$ cat config.mk
export PLATFORM = sky130hd
export DESIGN_NAME = sgn_defer_mul
export DESIGN_NICKNAME = d
export VERILOG_FILES = /design/src/rtl/sgn_defer_mul_pkg.sv /design/src/rtl/lead_one_find.sv /design/src/rtl/sgn_defer_mul_dp.sv /design/src/rtl/sgn_defer_mul_ctl.sv /design/src/rtl/sgn_defer_mul.sv
export SDC_FILE = /design/constraint.sdc
export NUM_CORES = 1
export LEC_CHECK = 0
export ABC_AREA = 1
export BUFFER_PORTS_ARGS = -buffer_cell sky130_fd_sc_hd__buf_4
export CELL_PAD_IN_SITES_DETAIL_PLACEMENT = 1
export CELL_PAD_IN_SITES_GLOBAL_PLACEMENT = 2
export CORE_ASPECT_RATIO = 0.5
export CORE_MARGIN = 2
export CORE_UTILIZATION = 37
export CTS_CLUSTER_SIZE = 30
export DETAILED_ROUTE_END_ITERATION = 8
export PLACE_DENSITY_LB_ADDON = 0.1
export SYNTH_ARGS = -nofsm -noshare
export SYNTH_HDL_FRONTEND = slang
export SYNTH_SLANG_ARGS = --single-unit
$ cat constraint.sdc
create_clock -name clk -period 12 [get_ports clk]
set_input_delay 2.4 -clock clk [delete_from_list [all_inputs] [get_ports clk]]
set_output_delay 2.4 -clock clk [all_outputs]
set_load 0.05 [all_outputs]
$ cat src/rtl/sgn_defer_mul_pkg.sv
package sgn_defer_mul_pkg;
  typedef struct packed {
    logic load;      // capture operands, clear sum
    logic stepRow;   // add the highest pending non-sign row
    logic stepSign;  // apply the deferred sign row and publish
  } mulCtrlT;
endpackage

$ cat src/rtl/lead_one_find.sv
module lead_one_find #(
  parameter int N  = 31,
  parameter int IW = $clog2(N)
) (
  input  logic [N-1:0]  vec,
  output logic [IW-1:0] idx,
  output logic          any
);
  always_comb begin
    idx = '0;
    for (int i = 0; i < N; i++) begin
      if (vec[i]) idx = IW'(i);
    end
    any = |vec;
  end
endmodule

$ cat src/rtl/sgn_defer_mul_dp.sv
module sgn_defer_mul_dp
  import sgn_defer_mul_pkg::*;
#(
  parameter int WIDTH = 32
) (
  input  logic               clk,
  input  logic               rstN,
  input  mulCtrlT            ctrl,
  input  logic [WIDTH-1:0]   mcand,
  input  logic [WIDTH-1:0]   mplier,
  output logic               anyLeft,
  output logic [2*WIDTH-1:0] product
);
  localparam int PW   = 2 * WIDTH;
  localparam int LOW  = WIDTH - 1;
  localparam int IDXW = $clog2(LOW);

  logic [PW-1:0]   mcandExt;
  logic [LOW-1:0]  pending;
  logic            signRow;
  logic [PW-1:0]   sumAcc;
  logic [IDXW-1:0] rowIdx;
  logic [PW-1:0]   rowAddend;
  logic [PW-1:0]   signTerm;

  lead_one_find #(.N(LOW), .IW(IDXW)) uFind (
    .vec (pending),
    .idx (rowIdx),
    .any (anyLeft)
  );

  // zero-row bypass: mux forces a zero addend when no row is flagged
  always_comb begin
    rowAddend = anyLeft ? (mcandExt << rowIdx) : '0;
    signTerm  = signRow ? (mcandExt << LOW) : '0;
  end

  always_ff @(posedge clk or negedge rstN) begin
    if (!rstN) begin
      mcandExt <= '0;
      pending  <= '0;
      signRow  <= 1'b0;
      sumAcc   <= '0;
      product  <= '0;
    end else begin
      if (ctrl.load) begin
        mcandExt <= {{WIDTH{mcand[WIDTH-1]}}, mcand};
        pending  <= mplier[LOW-1:0];
        signRow  <= mplier[WIDTH-1];
        sumAcc   <= '0;
      end else if (ctrl.stepRow) begin
        sumAcc          <= sumAcc + rowAddend;
        pending[rowIdx] <= 1'b0;
      end
      if (ctrl.stepSign) begin
        product <= sumAcc - signTerm;
      end
    end
  end
endmodule

$ cat src/rtl/sgn_defer_mul_ctl.sv
module sgn_defer_mul_ctl
  import sgn_defer_mul_pkg::*;
(
  input  logic    clk,
  input  logic    rstN,
  input  logic    start,
  input  logic    anyLeft,
  output mulCtrlT ctrl,
  output logic    busy,
  output logic    done
);
  typedef enum logic {ST_IDLE, ST_RUN} stateT;
  stateT state;

  always_comb begin
    ctrl.load     = start && (state == ST_IDLE);
    ctrl.stepRow  = (state == ST_RUN) && anyLeft;
    ctrl.stepSign = (state == ST_RUN) && !anyLeft;
    busy          = (state == ST_RUN);
  end

  always_ff @(posedge clk or negedge rstN) begin
    if (!rstN) begin
      state <= ST_IDLE;
      done  <= 1'b0;
    end else begin
      done <= ctrl.stepSign;
      if (ctrl.load)          state <= ST_RUN;
      else if (ctrl.stepSign) state <= ST_IDLE;
    end
  end
endmodule

$ cat src/rtl/sgn_defer_mul.sv
module sgn_defer_mul
  import sgn_defer_mul_pkg::*;
#(
  parameter int WIDTH = 32
) (
  input  logic               clk,
  input  logic               rstN,
  input  logic               start,
  input  logic [WIDTH-1:0]   mcand,
  input  logic [WIDTH-1:0]   mplier,
  output logic               busy,
  output logic               done,
  output logic [2*WIDTH-1:0] product
);
  mulCtrlT ctrl;
  logic    anyLeft;

  sgn_defer_mul_ctl uCtl (
    .clk     (clk),
    .rstN    (rstN),
    .start   (start),
    .anyLeft (anyLeft),
    .ctrl    (ctrl),
    .busy    (busy),
    .done    (done)
  );

  sgn_defer_mul_dp #(.WIDTH(WIDTH)) uDp (
    .clk     (clk),
    .rstN    (rstN),
    .ctrl    (ctrl),
    .mcand   (mcand),
    .mplier  (mplier),
    .anyLeft (anyLeft),
    .product (product)
  );
endmodule

==> results.json, run 1 <==
{
  "grt_use_total_pct": 28.2,
  "syn_nets": 2508,
  "grt_pass1_wl_um": 95700,
  "overflow": 0,
  "period_minus_slack_ps": 7320,
  "setup_violations": 0,
  "worst-path-buf-inv": 4,
  "synth_cell_types": 50,
  "slew_violations": 0,
  "dr.pass1.iters": 5,
  "diodes": 0,
  "synth_top_area_share_pct": 31.0,
  "num_rows": 53,
  "nFillCells": 5509,
  "hp-class": "register to register",
  "ys_top_cells_by_area": "dfrtp_1 31%, nand2_1 16%, nand3_1 10%",
  "setup_tns_ps": 0,
  "multi_input_comb_area_mm2": 0.00948,
  "max_slew_margin_pct": 20.7,
  "syn_to_final_growth_pct": 12.8,
  "synth_edf_count": 0,
  "register_area_mm2": 0.00485,
  "yosysTopAreaCell": "dfrtp_1",
  "grt_max_degree": 73,
  "layout-drive-gt1-share_pct": 9.80,
  "cts_tree": "done",
  "top_level_ports": 133,
  "clkLatencyLatePin_ps": 480,
  "ys_seq_area_share_pct": 31.0,
  "grt_pass1_vias": 16578,
  "antenna_left": 0,
  "start_kind": "register",
  "syn_inst": 2344,
  "max_cap_violations": 0,
  "dp_hpwl_um": 46500,
  "die_area_mm2": 0.0441,
  "synthArstFlopShare_pct": 100,
  "synthFlopType": "dfrtp_1",
  "hold_viol": 0,
  "worst_slew_pin_slew_ps": 1180,
  "post_cts_buffers": 0,
  "clkTransAtPathRegs_ps": 70,
  "min_period_over_period_pct": 61.0,
  "htreeDepth": 4,
  "design.core.area_mm2": 0.0419,
  "cts_buffer_depth": 2,
  "drt-total-wl_um": 60700,
  "max_freq_mhz": 137,
  "cp.required_ps": 12350,
  "place_congestion": 0.909,
  "critPathMaxStageDelay_ps": 980,
  "fp.dieH_um": 150,
  "yosys_warnings": 0,
  "cts_hold_buf": 0,
  "drc_errors": 0,
  "postSynthAreaPerCell_um2": 6.69,
  "vias": 16143,
  "wl_per_cell_um": 20.2,
  "viasPerCell": 5.37,
  "crit_slowest_cell": "nor2_1",
  "end_kind": "register",
  "ys_ff_latch": 194,
  "rsz0062_at_grt": "no",
  "initial_core_util_pct": 37.4,
  "path_class": "register to register",
  "final.setup_skew_ps": 17.8,
  "antenna_found_initial": 0,
  "status": "finished, final reports clean",
  "path_common_cell": "nand2_1",
  "io_buffers": 132,
  "cts-root-buf": "clkbuf_16",
  "critPathMaxFanout": 36,
  "drt-initial-drc-count": 1132,
  "final_nets": 2583,
  "cts_buffers": 17,
  "cts_resized": 0,
  "cp_top_family": "simple AND/OR/NAND/NOR gates",
  "post-synth-top-count-cell": "nand2_1",
  "worstPathArrival_ps": 7670,
  "synthTopCellsByCount": "664 x nand2_1, 314 x nand3_1, 244 x inv_1",
  "die_width_um": 295,
  "synth_area_mm2": 0.0157,
  "cts_sinks": 194
}
==> area by class of cell <==
| type | count | area share [%] |
|---|---|---|
| Clock inverter | 10 | 0.581 |
| Sequential cell | 194 | 27.5 |
| Tap cell | 577 | 4.09 |
| Clock buffer | 19 | 2.51 |
| Inverter | 251 | 5.35 |
| Multi-Input combinational cell | 1806 | 53.6 |
| Timing Repair Buffer | 149 | 6.37 |
==> worst reg2reg max path, delay by kind of cell (launching register included) <==
family / cells / cell delay [ps]
simple gates: 12 / 3540
flops: 1 / 430
fa+ha+maj: 2 / 590
compound gates: 11 / 1970
buf+inv: 4 / 680
==> per-layer routing <==
layer  vias to the layer above  GRT usage (%)  part of all wire [%]
li1                       7964              -                     -
met1                      7825           40.7                    50
met2                       292           44.7                    44
met3                        62           3.77                   4.0
met4                         0           6.75                   1.9
met5                         -              0                     0
==> stage by stage <==
step                      std cells  hold slack, ps  area (um^2)  setup slack [ps]  utilization, %
final                          3006             484        17700              4680            42.2
after global routing           3006             520        17700              4000            42.2
after CTS                      3006             492        17700              4790            42.2
after detailed placement       2977             474        17100              4840            40.9
after global placement         2977             466        17100              5220            40.9
after floorplan                2344             480        15700              7110               -
==> logic make-up after synthesis <==
kind of cell / Yosys count / share of synthesized area (%)
xor+xnor: 46 / 2.57
fa+ha+maj: 97 / 7.84
flops: 194 / 31.0
simple gates: 1179 / 32.0
compound gates: 484 / 17.9
buf+inv: 344 / 8.71
==> cell usage in the layout, fill, tap and decap left out, types with 6 or more instances in the layout <==
cell type and instances:
nor2_1 145, xnor2_1 10, clkbuf_16 17, a21oi_2 9
ha_1 95, o21ai_0 155, a22oi_1 28, inv_1 244
nand3_2 18, o21ai_2 10, nand3_1 314, a31oi_1 19
a21oi_1 146, o22ai_1 25, o21ai_1 32, nor4_1 6
dfrtp_1 194, nor3_1 13, o21a_1 10, xor2_1 36
buf_4 148, nand2_1 664, o31ai_1 20
==> sequential cells by signal, summed over array words and instances (netlist names) <==
signal        count
uDp.pending      31
uCtl.done         1
uDp.sumAcc       64
uDp.product      64
uDp.signRow       1
uDp.mcandExt     32
uCtl.busy         1
==> final timing paths <==
kind                                   end       startpoint  slack, ps  cells past startpoint
setup / recovery            uDp.sumAcc[58]  uDp.pending[24]       4680                     29
hold / removal             uDp.product[61]  uDp.product[61]        480                      2
setup reg to reg            uDp.sumAcc[58]  uDp.pending[24]       4680                     29
hold reg to reg            uDp.product[61]  uDp.product[61]        480                      2
max in group asynchronous   uDp.sumAcc[16]             rstN       8620                      2
min in group asynchronous  uDp.product[53]             rstN       1950                      1
Power of run 1 is left out: the tool's default activity adds up to more than one toggle a clock period on the data nets, which glitch-free logic cannot reach.
==> run 2: changes to the inputs <==
CORE_UTILIZATION = 31   (was 37)
clock period = 6.3 ns   (was 12 ns; I/O delays follow)
==> run 2 against run 1 <==
Effect of this change: worst hold slack better by 4.1 ps; clock-buffer cell count down 2; maximum frequency up 28%; via count down 0.14%.
==> results.json, run 2 (synthesis results as in run 1) <==
{
  "place_congestion": 0.880,
  "path_common_cell": "nand2_1",
  "critPathLaunch": "uDp.pending[2]",
  "antenna_left": 0,
  "rrSetupSlack_ps": 560,
  "initial_core_util_pct": 31.3,
  "cts_sinks": 194,
  "hp-class": "register to register",
  "die_area_mm2": 0.0525,
  "r2r_cells": 55,
  "antenna_found_initial": 0,
  "final_common_cell": "nand2_1",
  "critPathMaxStageDelay_ps": 430,
  "min_period_over_period_pct": 91.1,
  "final.setup_skew_ps": 18.2,
  "start_kind": "register",
  "grt_pass1_vias": 16494,
  "die_width_um": 322,
  "cts_buffer_depth": 2,
  "htreeDepth": 4,
  "fin_area_mm2": 0.0183,
  "vias": 16120,
  "r2r_end": "uDp.sumAcc[50]",
  "whs_path_depth": 2,
  "cp.required_ps": 6620,
  "final_nets": 2619,
  "max_freq_mhz": 174,
  "layout-drive-gt1-share_pct": 12.4,
  "syn_to_final_growth_pct": 17.0,
  "wl_per_cell_um": 19.8,
  "cts-root-buf": "clkbuf_16",
  "r2r_start": "uDp.pending[2]",
  "io_buffers": 132,
  "worst_slew_pin_slew_ps": 1130,
  "grt_use_total_pct": 24.0,
  "clkLatencyLatePin_ps": 480,
  "dr.pass1.iters": 5,
  "slew_violations": 0,
  "viasPerCell": 5.15,
  "place_area_mm2": 0.0174,
  "top_level_ports": 133,
  "setup_violations": 0,
  "holdWs_ps": 489,
  "drc_errors": 0,
  "crit_slowest_cell": "dfrtp_1",
  "grt_max_degree": 117,
  "overflow": 0,
  "worstPathArrival_ps": 6060,
  "grt_pass1_wl_um": 96700,
  "num_rows": 58,
  "cts_tree": "done",
  "worstHoldStart": "uDp.product[56]",
  "clkTransAtPathRegs_ps": 90,
  "min_to": "uDp.product[56]",
  "cts_buffers": 17,
  "design.core.area_mm2": 0.0501,
  "path_class": "register to register",
  "hold_viol": 0,
  "max_cap_violations": 0,
  "max_slew_margin_pct": 24.7,
  "final_cell_mix": "660 x nand2_1, 312 x nand3_1, 244 x inv_1, 194 x dfrtp_1, 179 x buf_4",
  "period_minus_slack_ps": 5740,
  "critPathMaxFanout": 8,
  "status": "finished, final reports clean",
  "drt-total-wl_um": 62000,
  "drt-initial-drc-count": 1050,
  "dp_hpwl_um": 47800,
  "end_kind": "register",
  "reg_top3": "uDp.product: 64 flops, uDp.sumAcc: 64 flops, uDp.mcandExt: 32 flops",
  "fp.dieH_um": 163
}
-- run 2: cell count changes in the layout (fill, tap and decap cells not counted), sizes merged --
cell    before  now
inv        252  253
buf        148  184
clkinv       6   10
diode        0    1
clkbuf      20   18
-- run 2: layout make-up --
class / count / area (um^2)
clock buffers: 17 / 425
repair buffers: 185 / 1440
multi-input cells: 1806 / 9670
fillers: 6390 / 31700
diodes: 1 / 2.50
inverters: 251 / 945
flip-flops and latches: 194 / 4850
well taps: 660 / 826
clock inverters: 15 / 170
-- run 2: repair_timing --
item,in CTS,in global routing
hold buffers,0,0
endpoints found under the hold margin,0,0
setup endpoints to repair,0,25
buffers inserted,0,19
gates resized for setup,0,48
-- run 2: layer usage --
layer / vias to the layer above / track usage, % / wire length [um]
li1: 8052 / - / -
met1: 7791 / 34.6 / 31700
met2: 236 / 38.0 / 27200
met3: 41 / 3.69 / 2280
met4: 0 / 4.40 / 770
met5: - / 0 / 0
-- run 2: worst max-delay path by stage --
| stage | endpoint | slack (ps) | depth (start not counted) |
|---|---|---|---|
| floorplan | uDp.sumAcc[62] | 1410 | 58 |
| global placement | uDp.sumAcc[63] | 330 | 56 |
| detailed placement | uDp.sumAcc[63] | 290 | 57 |
| CTS | uDp.sumAcc[63] | 230 | 57 |
| global route | uDp.sumAcc[57] | -30 | 57 |
| finish | uDp.sumAcc[50] | 560 | 55 |
-- run 2: per-stage QoR --
step                setup TNS (ps)  std cells  worst slack, ps  utilization, %
floorplan                        0       2344             1410               -
CTS                              0       3109              230            35.9
detailed placement               0       3077              289            34.7
global placement                 0       3077              333            34.7
finish                           0       3129              562            36.6
global route                 -68.1       3128            -30.8            36.6
-- run 2: critical path: cells and delay by family, from the launching register on --
| family | cells | cell delay, ps |
|---|---|---|
| DFF | 1 | 430 |
| and+or+nand+nor | 40 | 2620 |
| AOI/OAI and AO/OA | 9 | 1570 |
| buffers and inverters | 4 | 470 |
| xor gates and xnor gates | 1 | 250 |
| adders and majority gates | 1 | 240 |
Power of run 2 is left out for the same reason.
